--- config.mk ---
export PLATFORM = sky130hd
export DESIGN_NAME = mcyc_ctl_seq
export DESIGN_NICKNAME = d
export VERILOG_FILES = /design/src/rtl/mcyc_ctl_pkg.sv /design/src/rtl/mcyc_rst_sync.sv /design/src/rtl/mcyc_ctl_decode.sv /design/src/rtl/mcyc_ctl_next.sv /design/src/rtl/mcyc_ctl_strobes.sv /design/src/rtl/mcyc_ctl_seq.sv
export SDC_FILE = /design/constraint.sdc
export NUM_CORES = 1
export LEC_CHECK = 0
export ABC_AREA = 1
export ABC_CLOCK_PERIOD_IN_PS = 1140
export BUFFER_PORTS_ARGS = -buffer_cell sky130_fd_sc_hd__buf_2
export CAP_MARGIN = 20
export CORE_MARGIN = 8
export CORE_UTILIZATION = 42
export DETAILED_ROUTE_END_ITERATION = 6
export GPL_TIMING_DRIVEN = 0
export PLACE_DENSITY_LB_ADDON = 0.15
export SYNTH_ARGS = -nofsm -noshare
export SYNTH_HDL_FRONTEND = slang
export SYNTH_SLANG_ARGS = --single-unit
--- constraint.sdc ---
create_clock -name clk -period 1.14 [get_ports clk]
set_input_delay 0.057 -clock clk [delete_from_list [all_inputs] [get_ports clk]]
set_output_delay 0.057 -clock clk [all_outputs]
set_load 0.03 [all_outputs]
--- src/rtl/mcyc_ctl_pkg.sv ---
package mcyc_ctl_pkg;

  localparam int OPC_W   = 7;
  localparam int F3_W    = 3;
  localparam int F7_W    = 7;
  localparam int ALUOP_W = F3_W + 1;
  localparam int SEL_W   = 2;
  localparam int F7_ALT_BIT = 5;

  localparam logic [OPC_W-1:0] OPC_LOAD   = 7'b0000011;
  localparam logic [OPC_W-1:0] OPC_STORE  = 7'b0100011;
  localparam logic [OPC_W-1:0] OPC_REGREG = 7'b0110011;
  localparam logic [OPC_W-1:0] OPC_IMM    = 7'b0010011;
  localparam logic [OPC_W-1:0] OPC_BRANCH = 7'b1100011;
  localparam logic [OPC_W-1:0] OPC_JUMP   = 7'b1101111;

  localparam logic [F3_W-1:0] F3_WORD  = 3'b010;
  localparam logic [F3_W-1:0] F3_ADD   = 3'b000;
  localparam logic [F3_W-1:0] F3_SHR   = 3'b101;
  localparam logic [F3_W-1:0] F3_EQ    = 3'b000;
  localparam logic [F7_W-1:0] F7_BASE  = 7'b0000000;
  localparam logic [F7_W-1:0] F7_ALT   = 7'b0100000;

  localparam logic [ALUOP_W-1:0] ALU_ADD = 4'b0000;
  localparam logic [ALUOP_W-1:0] ALU_SUB = 4'b1000;

  localparam logic [SEL_W-1:0] A_PC   = 2'd0;
  localparam logic [SEL_W-1:0] A_PCC  = 2'd1;
  localparam logic [SEL_W-1:0] A_REG  = 2'd2;
  localparam logic [SEL_W-1:0] B_REG  = 2'd0;
  localparam logic [SEL_W-1:0] B_FOUR = 2'd1;
  localparam logic [SEL_W-1:0] B_IMM  = 2'd2;
  localparam logic [SEL_W-1:0] IMM_I  = 2'd0;
  localparam logic [SEL_W-1:0] IMM_S  = 2'd1;
  localparam logic [SEL_W-1:0] IMM_B  = 2'd2;
  localparam logic [SEL_W-1:0] IMM_J  = 2'd3;
  localparam logic [SEL_W-1:0] WB_ALUOUT = 2'd0;
  localparam logic [SEL_W-1:0] WB_MDR    = 2'd1;
  localparam logic [SEL_W-1:0] WB_ALUINV = 2'd2;
  localparam logic [SEL_W-1:0] WB_LINK   = 2'd3;
  localparam logic PCS_ALU    = 1'b0;
  localparam logic PCS_ALUOUT = 1'b1;

  typedef enum logic [3:0] {
    ST_FETCH, ST_DECODE, ST_MEM_ADDR, ST_LOAD_RD, ST_LOAD_WB, ST_STORE_WR,
    ST_ALU_EXEC, ST_ALU_WB, ST_BRANCH, ST_JUMP, ST_ADDI_INV
  } ctl_state_e;

  typedef enum logic [2:0] {
    CLS_NONE, CLS_LOAD, CLS_STORE, CLS_ALU, CLS_ADDI, CLS_BRANCH, CLS_JUMP
  } ctl_class_e;

endpackage

--- src/rtl/mcyc_rst_sync.sv ---
module mcyc_rst_sync #(
  parameter int STAGES = 2
) (
  input  logic clk,
  input  logic rst_n,
  output logic rst_s_n
);
  localparam logic [STAGES-1:0] ONE = STAGES'(1);

  logic [STAGES-1:0] shift_q;

  always_ff @(posedge clk or negedge rst_n) begin
    if (!rst_n) shift_q <= '0;
    else        shift_q <= (shift_q << 1) | ONE;
  end

  assign rst_s_n = shift_q[STAGES-1];
endmodule

--- src/rtl/mcyc_ctl_decode.sv ---
module mcyc_ctl_decode
  import mcyc_ctl_pkg::*;
(
  input  logic [OPC_W-1:0]   opcode_i,
  input  logic [F3_W-1:0]    funct3_i,
  input  logic [F7_W-1:0]    funct7_i,
  output ctl_class_e         cls_o,
  output logic [ALUOP_W-1:0] r_op_o
);
  logic rr_ok;

  always_comb begin
    rr_ok  = (funct7_i == F7_BASE) ||
             ((funct7_i == F7_ALT) && ((funct3_i == F3_ADD) || (funct3_i == F3_SHR)));
    r_op_o = {funct7_i[F7_ALT_BIT], funct3_i};
    cls_o  = CLS_NONE;
    case (opcode_i)
      OPC_LOAD:   if (funct3_i == F3_WORD) cls_o = CLS_LOAD;
      OPC_STORE:  if (funct3_i == F3_WORD) cls_o = CLS_STORE;
      OPC_REGREG: if (rr_ok)               cls_o = CLS_ALU;
      OPC_IMM:    if (funct3_i == F3_ADD)  cls_o = CLS_ADDI;
      OPC_BRANCH: if (funct3_i == F3_EQ)   cls_o = CLS_BRANCH;
      OPC_JUMP:                            cls_o = CLS_JUMP;
      default:                             cls_o = CLS_NONE;
    endcase
  end
endmodule

--- src/rtl/mcyc_ctl_next.sv ---
module mcyc_ctl_next
  import mcyc_ctl_pkg::*;
(
  input  ctl_state_e state_i,
  input  ctl_class_e cls_i,
  output ctl_state_e state_nxt_o
);
  always_comb begin
    state_nxt_o = ST_FETCH;
    case (state_i)
      ST_FETCH:    state_nxt_o = ST_DECODE;
      ST_DECODE: begin
        case (cls_i)
          CLS_LOAD, CLS_STORE: state_nxt_o = ST_MEM_ADDR;
          CLS_ALU:             state_nxt_o = ST_ALU_EXEC;
          CLS_ADDI:            state_nxt_o = ST_ADDI_INV;
          CLS_BRANCH:          state_nxt_o = ST_BRANCH;
          CLS_JUMP:            state_nxt_o = ST_JUMP;
          default:             state_nxt_o = ST_FETCH;
        endcase
      end
      ST_MEM_ADDR: state_nxt_o = (cls_i == CLS_STORE) ? ST_STORE_WR : ST_LOAD_RD;
      ST_LOAD_RD:  state_nxt_o = ST_LOAD_WB;
      ST_ALU_EXEC: state_nxt_o = ST_ALU_WB;
      default:     state_nxt_o = ST_FETCH;
    endcase
  end
endmodule

--- src/rtl/mcyc_ctl_strobes.sv ---
module mcyc_ctl_strobes
  import mcyc_ctl_pkg::*;
(
  input  logic               run_i,
  input  ctl_state_e         state_i,
  input  ctl_class_e         cls_i,
  input  logic [ALUOP_W-1:0] r_op_i,
  input  logic               eq_i,
  output logic               pc_we_o,
  output logic               pc_src_o,
  output logic               ir_we_o,
  output logic               pcc_we_o,
  output logic               rf_we_o,
  output logic               mem_rd_o,
  output logic               mem_wr_o,
  output logic [ALUOP_W-1:0] alu_op_o,
  output logic [SEL_W-1:0]   alu_a_sel_o,
  output logic [SEL_W-1:0]   alu_b_sel_o,
  output logic [SEL_W-1:0]   imm_sel_o,
  output logic [SEL_W-1:0]   wb_sel_o
);
  always_comb begin
    pc_we_o = 1'b0; pc_src_o = PCS_ALU; ir_we_o = 1'b0; pcc_we_o = 1'b0;
    rf_we_o = 1'b0; mem_rd_o = 1'b0; mem_wr_o = 1'b0;
    alu_op_o = ALU_ADD; alu_a_sel_o = A_PC; alu_b_sel_o = B_REG;
    imm_sel_o = IMM_I; wb_sel_o = WB_ALUOUT;
    case (state_i)
      ST_FETCH: begin
        ir_we_o = 1'b1; pcc_we_o = 1'b1; pc_we_o = 1'b1;
        alu_b_sel_o = B_FOUR;
      end
      ST_DECODE: begin
        alu_a_sel_o = A_PCC; alu_b_sel_o = B_IMM; imm_sel_o = IMM_B;
      end
      ST_MEM_ADDR: begin
        alu_a_sel_o = A_REG; alu_b_sel_o = B_IMM;
        imm_sel_o = (cls_i == CLS_STORE) ? IMM_S : IMM_I;
      end
      ST_LOAD_RD:  mem_rd_o = 1'b1;
      ST_LOAD_WB:  begin rf_we_o = 1'b1; wb_sel_o = WB_MDR; end
      ST_STORE_WR: mem_wr_o = 1'b1;
      ST_ALU_EXEC: begin alu_a_sel_o = A_REG; alu_op_o = r_op_i; end
      ST_ALU_WB:   rf_we_o = 1'b1;
      ST_BRANCH: begin
        alu_a_sel_o = A_REG; alu_op_o = ALU_SUB;
        pc_src_o = PCS_ALUOUT; pc_we_o = eq_i;
      end
      ST_JUMP: begin
        alu_a_sel_o = A_PCC; alu_b_sel_o = B_IMM; imm_sel_o = IMM_J;
        pc_we_o = 1'b1; rf_we_o = 1'b1; wb_sel_o = WB_LINK;
      end
      ST_ADDI_INV: begin
        alu_a_sel_o = A_REG; alu_b_sel_o = B_IMM;
        rf_we_o = 1'b1; wb_sel_o = WB_ALUINV;
      end
      default: ;
    endcase
    if (!run_i) begin
      pc_we_o = 1'b0; ir_we_o = 1'b0; pcc_we_o = 1'b0;
      rf_we_o = 1'b0; mem_rd_o = 1'b0; mem_wr_o = 1'b0;
    end
  end

  always_comb begin
    if (!run_i) begin
      AST_RST_QUIET: assert (!(pc_we_o || ir_we_o || pcc_we_o || rf_we_o || mem_rd_o || mem_wr_o));
    end
  end
endmodule

--- src/rtl/mcyc_ctl_seq.sv ---
module mcyc_ctl_seq
  import mcyc_ctl_pkg::*;
#(
  parameter int RST_SYNC_STAGES = 2
) (
  input  logic               clk,
  input  logic               rst_n,
  input  logic [OPC_W-1:0]   opcode_i,
  input  logic [F3_W-1:0]    funct3_i,
  input  logic [F7_W-1:0]    funct7_i,
  input  logic               eq_i,
  output logic               pc_we_o,
  output logic               pc_src_o,
  output logic               ir_we_o,
  output logic               pcc_we_o,
  output logic               rf_we_o,
  output logic               mem_rd_o,
  output logic               mem_wr_o,
  output logic [ALUOP_W-1:0] alu_op_o,
  output logic [SEL_W-1:0]   alu_a_sel_o,
  output logic [SEL_W-1:0]   alu_b_sel_o,
  output logic [SEL_W-1:0]   imm_sel_o,
  output logic [SEL_W-1:0]   wb_sel_o
);
  logic               rst_s_n;
  ctl_state_e         state_q;
  ctl_state_e         state_nxt;
  ctl_class_e         cls;
  logic [ALUOP_W-1:0] r_op;

  mcyc_rst_sync #(.STAGES(RST_SYNC_STAGES)) u_rst_sync (
    .clk(clk), .rst_n(rst_n), .rst_s_n(rst_s_n)
  );

  mcyc_ctl_decode u_decode (
    .opcode_i(opcode_i), .funct3_i(funct3_i), .funct7_i(funct7_i),
    .cls_o(cls), .r_op_o(r_op)
  );

  mcyc_ctl_next u_next (
    .state_i(state_q), .cls_i(cls), .state_nxt_o(state_nxt)
  );

  always_ff @(posedge clk or negedge rst_s_n) begin
    if (!rst_s_n) state_q <= ST_FETCH;
    else          state_q <= state_nxt;
  end

  mcyc_ctl_strobes u_strobes (
    .run_i(rst_s_n), .state_i(state_q), .cls_i(cls), .r_op_i(r_op), .eq_i(eq_i),
    .pc_we_o(pc_we_o), .pc_src_o(pc_src_o), .ir_we_o(ir_we_o), .pcc_we_o(pcc_we_o),
    .rf_we_o(rf_we_o), .mem_rd_o(mem_rd_o), .mem_wr_o(mem_wr_o),
    .alu_op_o(alu_op_o), .alu_a_sel_o(alu_a_sel_o), .alu_b_sel_o(alu_b_sel_o),
    .imm_sel_o(imm_sel_o), .wb_sel_o(wb_sel_o)
  );

  AST_FETCH_ADVANCE: assert property (@(posedge clk) disable iff (!rst_s_n)
    state_q == ST_FETCH |=> state_q == ST_DECODE);
  AST_DECODE_QUIET: assert property (@(posedge clk) disable iff (!rst_s_n)
    state_q == ST_DECODE |-> !(pc_we_o || ir_we_o || rf_we_o || mem_rd_o || mem_wr_o));
  AST_LOAD_ORDER: assert property (@(posedge clk) disable iff (!rst_s_n)
    mem_rd_o |=> rf_we_o && wb_sel_o == WB_MDR);
  AST_RF_WRITE_ENDS: assert property (@(posedge clk) disable iff (!rst_s_n)
    rf_we_o |=> state_q == ST_FETCH);
  AST_STORE_ENDS: assert property (@(posedge clk) disable iff (!rst_s_n)
    mem_wr_o |=> state_q == ST_FETCH && !rf_we_o);
  AST_BRANCH_SLOT: assert property (@(posedge clk) disable iff (!rst_s_n)
    (pc_we_o && pc_src_o == PCS_ALUOUT) |-> $past(state_q) == ST_DECODE);
  AST_UNKNOWN_RETURNS: assert property (@(posedge clk) disable iff (!rst_s_n)
    (state_q == ST_DECODE && cls == CLS_NONE) |=> state_q == ST_FETCH);
  AST_ONE_ACCESS: assert property (@(posedge clk) disable iff (!rst_s_n)
    $onehot0({rf_we_o, mem_rd_o, mem_wr_o}));
endmodule

# After elaboration in Yosys (flattened, before gate mapping)
# Index checks and enable logic that the tools add are counted.
[totals] ff_bits=6 output_inout_bits=19
[classes] eq_ne=25 muxes=26 reduce_logical=12
[ops] op="$pmux W4 S5" n=2
[ops] op="$eq A7 B6 Y1 const B" n=3
[ops] op="$pmux W3 S6" n=1
[ops] op="$eq A4 B3 Y1 const B" n=4
[ops] op="$eq A7 B7 Y1 const B" n=2
[ops] op="$eq A3 B3 Y1 const B" n=4
[ops] op="$eq A4 B4 Y1 const B" n=3
[ops] op="$mux W1" n=12
[ops] op="$pmux W2 S3" n=2
[ops] op="$reduce_or A4 Y1" n=3
[ops] op="$eq A3 B2 Y1 const B" n=3
[ops] op="$mux W3" n=3
[ops] op="$eq A4 B2 Y1 const B" n=2
[ops] op="$pmux W2 S2" n=2
[ops] op="$pmux W4 S2" n=1
[ops] op="$eq A7 B2 Y1 const B" n=1
[ops] op="$eq A7 B5 Y1 const B" n=1
[ops] op="$logic_not A7 Y1" n=1
[ops] op="$reduce_or A2 Y1" n=3
[ops] op="$eq A4 B1 Y1 const B" n=1
[ops] op="$logic_not A4 Y1" n=1
[ops] op="$mux W2" n=2
[ops] op="$eq A3 B1 Y1 const B" n=1
[ops] op="$logic_not A3 Y1" n=1
[ops] op="3 further kinds" n=4

# Depth between registers and ports, before layout
[logic_depth] depth_word=10 depth_mapped=9

# Hierarchy
# From an unflattened synthesis, not the netlist that was laid out.
[hier_totals] hier_cells=144 area_unflattened_um2=772.0
[modules_own_cells] mod="mcyc_ctl_decode" cells_each=47 seq_area_each_um2=0.0 instances=1 area_each_um2=226.5
[modules_own_cells] mod="mcyc_ctl_strobes" cells_each=52 seq_area_each_um2=0.0 instances=1 area_each_um2=221.5
[modules_own_cells] mod="mcyc_ctl_next" cells_each=38 seq_area_each_um2=0.0 instances=1 area_each_um2=170.2
[modules_own_cells] mod="mcyc_ctl_seq" cells_each=4 seq_area_each_um2=100.1 instances=1 area_each_um2=100.1
[modules_own_cells] mod="mcyc_rst_sync" cells_each=3 seq_area_each_um2=50.0 instances=1 area_each_um2=53.8

# Worst setup path after synthesis
# No wires, ideal clock.
[synth_timing] path_type="register to output" startpoint="register state_q[2]" endpoint="output pc_we_o" slack_ns=-0.585 path_stages_with_launch=6 t_arrival_ns=1.668 cell_sequence="dfrtp_1 -> inv_2 -> nand2_1 -> nor2_1 -> a211oi_1 -> nor2_1"
[synth_between] elab_chain_cells=4 word_cells_on_any_way=6 cone_classes="eq/ne (2); mux (2); reduce/logical (2)"
[synth_lines] element="from (decl)" line_no="mcyc_ctl_seq.sv:26" text="ctl_state_e state_q;"
[synth_lines] element="from (signal assigned)" line_no="mcyc_ctl_seq.sv:46" text="else state_q <= state_nxt;"
[synth_lines] element="$eq A4 B4 Y1 or $logic_not A4 Y1 (tied branches)" line_no="mcyc_ctl_strobes.sv:27" text="case (state_i)"
[synth_lines] element="$reduce_or A2 Y1 (no line)"
[synth_lines] element="$pmux W1 S2 (*)" line_no="mcyc_ctl_strobes.sv:27"
[synth_lines] element="$mux W1 (*)" line_no="mcyc_ctl_strobes.sv:58" text="if (!run_i) begin"
[synth_lines] element="to (decl)" line_no="mcyc_ctl_seq.sv:12" text="output logic pc_we_o,"
# Every way passes the cells marked *; elsewhere a longest branch is shown, timed or not.

# Worst setup path in the final report
[layout_timing] startpoint="register state_q[1]" endpoint="output rf_we_o"
[layout_between] elab_chain_cells=4 word_cells_on_any_way=7 cone_classes="eq/ne (4); mux (2); reduce/logical (1)"
[layout_lines] element="$eq A4 B3 Y1 or $eq A4 B4 Y1 (tied branches)" line_no="mcyc_ctl_strobes.sv:27"
[layout_lines] element="$reduce_or A4 Y1 (no line) (*)"
[layout_lines] element="$mux W1 (*)" line_no="mcyc_ctl_strobes.sv:27"
[layout_lines] element="$mux W1 (*)" line_no="mcyc_ctl_strobes.sv:58"
[layout_lines] element="to (decl)" line_no="mcyc_ctl_seq.sv:16" text="output logic rf_we_o,"
# Marked as above.

==> impl_metrics.ini <==
[final_layout]
layout_commonest_cell = buf_2
area_growth_pct = 96.9
num_antenna_cells = 0
final_cell_mix = buf_2, buf_6, buf_4
nets = 188
fin_cells = 182
drive_gt1_share_pct = 65.7

[detailed_routing]
drt-initial-drc-count = 27
vias = 988
drtAntennaViolNets = 0
routedWlPerCell_um = 16.8
top_layer = met4
routed_wirelength_um = 3060
wl_met3_um = 233
met1Wirelength_um = 1150
wl_met2_um = 1550
dr.pass1.iters = 4
drc_errors = 0
drt-vias-per-instance = 5.43

[clocking]
cts.sinks = 6
cts_tree = built
worst_skew_pair.late_latency_ps = 230
h-tree-depth = 1
cts.reportedPaths.clkPinSlew_ps = 40
cts-buffers-inserted = 3
cts-root-buf = clkbuf_4
cts_buffer_depth = 2

[power]
peakVddDrop_mv = 1.25
p_total_w = 0.00167
p_seq_share_pct = 17.7
pwr-share-clk_pct = 10.7
swShare_pct = 48.5
pwr-share-comb_pct = 71.7
power.density_mw_per_mm2 = 1310
switching_power_w = 0.000810
cellLeakagePower_nw = 0.626
p_int_w = 0.000860

[status]
status = complete, but fails checks
failed_checks = negative setup slack

[placed_design]
place_congestion = 0.787
place_inst = 164
dp_hpwl_um = 1630
port_buffers = 38
dp_slack_ps = -199

[timing]
rsz0062_at_grt = true
setup_violations = 23
max_freq_mhz = 647
drv_slew = 0
final_hold_viol_count = 0
tns_ps = -5690
clock_skew_ps = 2.09
layout_min_cycle_time_ps = 1550
fin_ws_ps = -406
post-route-period-util_pct = 136

[worst_setup_path]
critPathLaunchType = register
cp.required_ps = 1080
cp_max_fo = 4
arrival_ps = 1490
criticalPathCategory = register to output port
end_kind = output port

[run]
drv_cap = 0

[floorplanning]
fp.coreArea_mm2 = 0.00147
io_pins = 39
die_area_mm2 = 0.00306
start_util_pct = 44.1
die_w_um = 55.3
num_rows = 14
die_height_um = 55.3

[synthesis]
synth_ff_type = dfrtp_1
syn-num-nets = 130
synth.ff_latch_count = 6
syn_area_um2 = 649
ys_seq_area_share_pct = 23.1
synth_async_sr_flop_share_pct = 100
ys_types = 22
syn_area_per_cell_um2 = 5.90
synth-edff-count = 0
synthCells = 110
ys_warn_count = 0

[grt]
grt-ovfl-total = 0
grt_pass1_wl_um = 3550
grt_pass1_vias = 845
grtUsageTotal_pct = 12.9
grt_max_degree = 8
antenna_found_initial = 0

[min_path]
min_path_type = register to async pin
critical path: stages (launching register included):
cell and delay [ps]:
dfrtp_1 430, inv_2 140, nor2_4 50, inv_4 100, nand2_4 70, nor2_1 180, o21a_4 170, buf_6 120
power by group through the flow:
stage               sequential (W)  clock (W)  combinational, W
floorplan                 0.000269          0          0.000547
global placement          0.000273          0          0.000722
detailed placement        0.000276          0          0.000731
CTS                       0.000279   0.000184          0.000881
global route              0.000299   0.000200           0.00125
finish                    0.000295   0.000178           0.00120
cell families after synthesis:
family	after synthesis	share of synthesized area, %
flops	6	23.1
compound gates	9	9.83
simple gates	69	51.4
other cells	1	0.577
buf+inv	25	15.0
metrics by stage:
stage	area (um^2)	hold slack, ps	utilization, %
2_1_floorplan	704	-239	-
5_1_grt	1280	109	86.9
3_5_place_dp	915	-155	62.2
4_1_cts	1110	88.6	75.8
6_report	1280	93.6	86.9
3_3_place_gp	915	-159	62.2
Yosys cell counts, types with 2 or more instances:
master    instances  area (um^2)
nand2_1          17         63.8
o211ai_1          2         15.0
nand3_2           2         20.0
nand2_2           2         12.5
inv_2             7         26.3
dfrtp_1           6          150
inv_1            17         63.8
nor3_1            4         20.0
nor2_1           25         93.8
nor2_4            3         33.8
nor2_2            5         31.3
o21ai_0           2         10.0
nand3_1           9         45.0
timing repair:
item,CTS,global route
gates cloned,0,0
pin swaps,6,11
setup buffers,7,7
endpoints found under the hold margin,2,0
resized for setup,43,34
endpoints found under the setup margin,23,23
hold buffers,1,0
flip-flops by register name (all words and copies together) (netlist names):
signal and count:
state_q 4, u_rst_sync.shift_q 2
metal layers:
layer  global-route usage (%)  vias to the layer above
met5                        0                        -
met2                     22.8                       69
met4                     2.82                        0
met3                     3.42                       14
met1                     15.1                      447
li1                         -                      458
final timing paths:
path | end | cells past startpoint | start | slack [ps]
hold / removal | state_q[2] | 0 | u_rst_sync.shift_q[1] | 90
max in group asynchronous | state_q[0] | 0 | u_rst_sync.shift_q[1] | 870
hold reg to reg | state_q[2] | 0 | u_rst_sync.shift_q[1] | 90
setup reg to reg | state_q[2] | 8 | state_q[2] | -290
setup / recovery | rf_we_o | 7 | state_q[1] | -410
min in group clk | state_q[0] | 5 | opcode_i[3] | 200
cell type report:
type / count / area, um^2
Tap cell: 16 / 20.0
Sequential cell: 6 / 155
Inverter: 24 / 100
Buffer: 1 / 7.51
Multi-Input combinational cell: 79 / 553
Timing Repair Buffer: 53 / 420
Clock buffer: 3 / 22.5
Fill cell: 70 / 193
(Power assumes the default switching activity.)
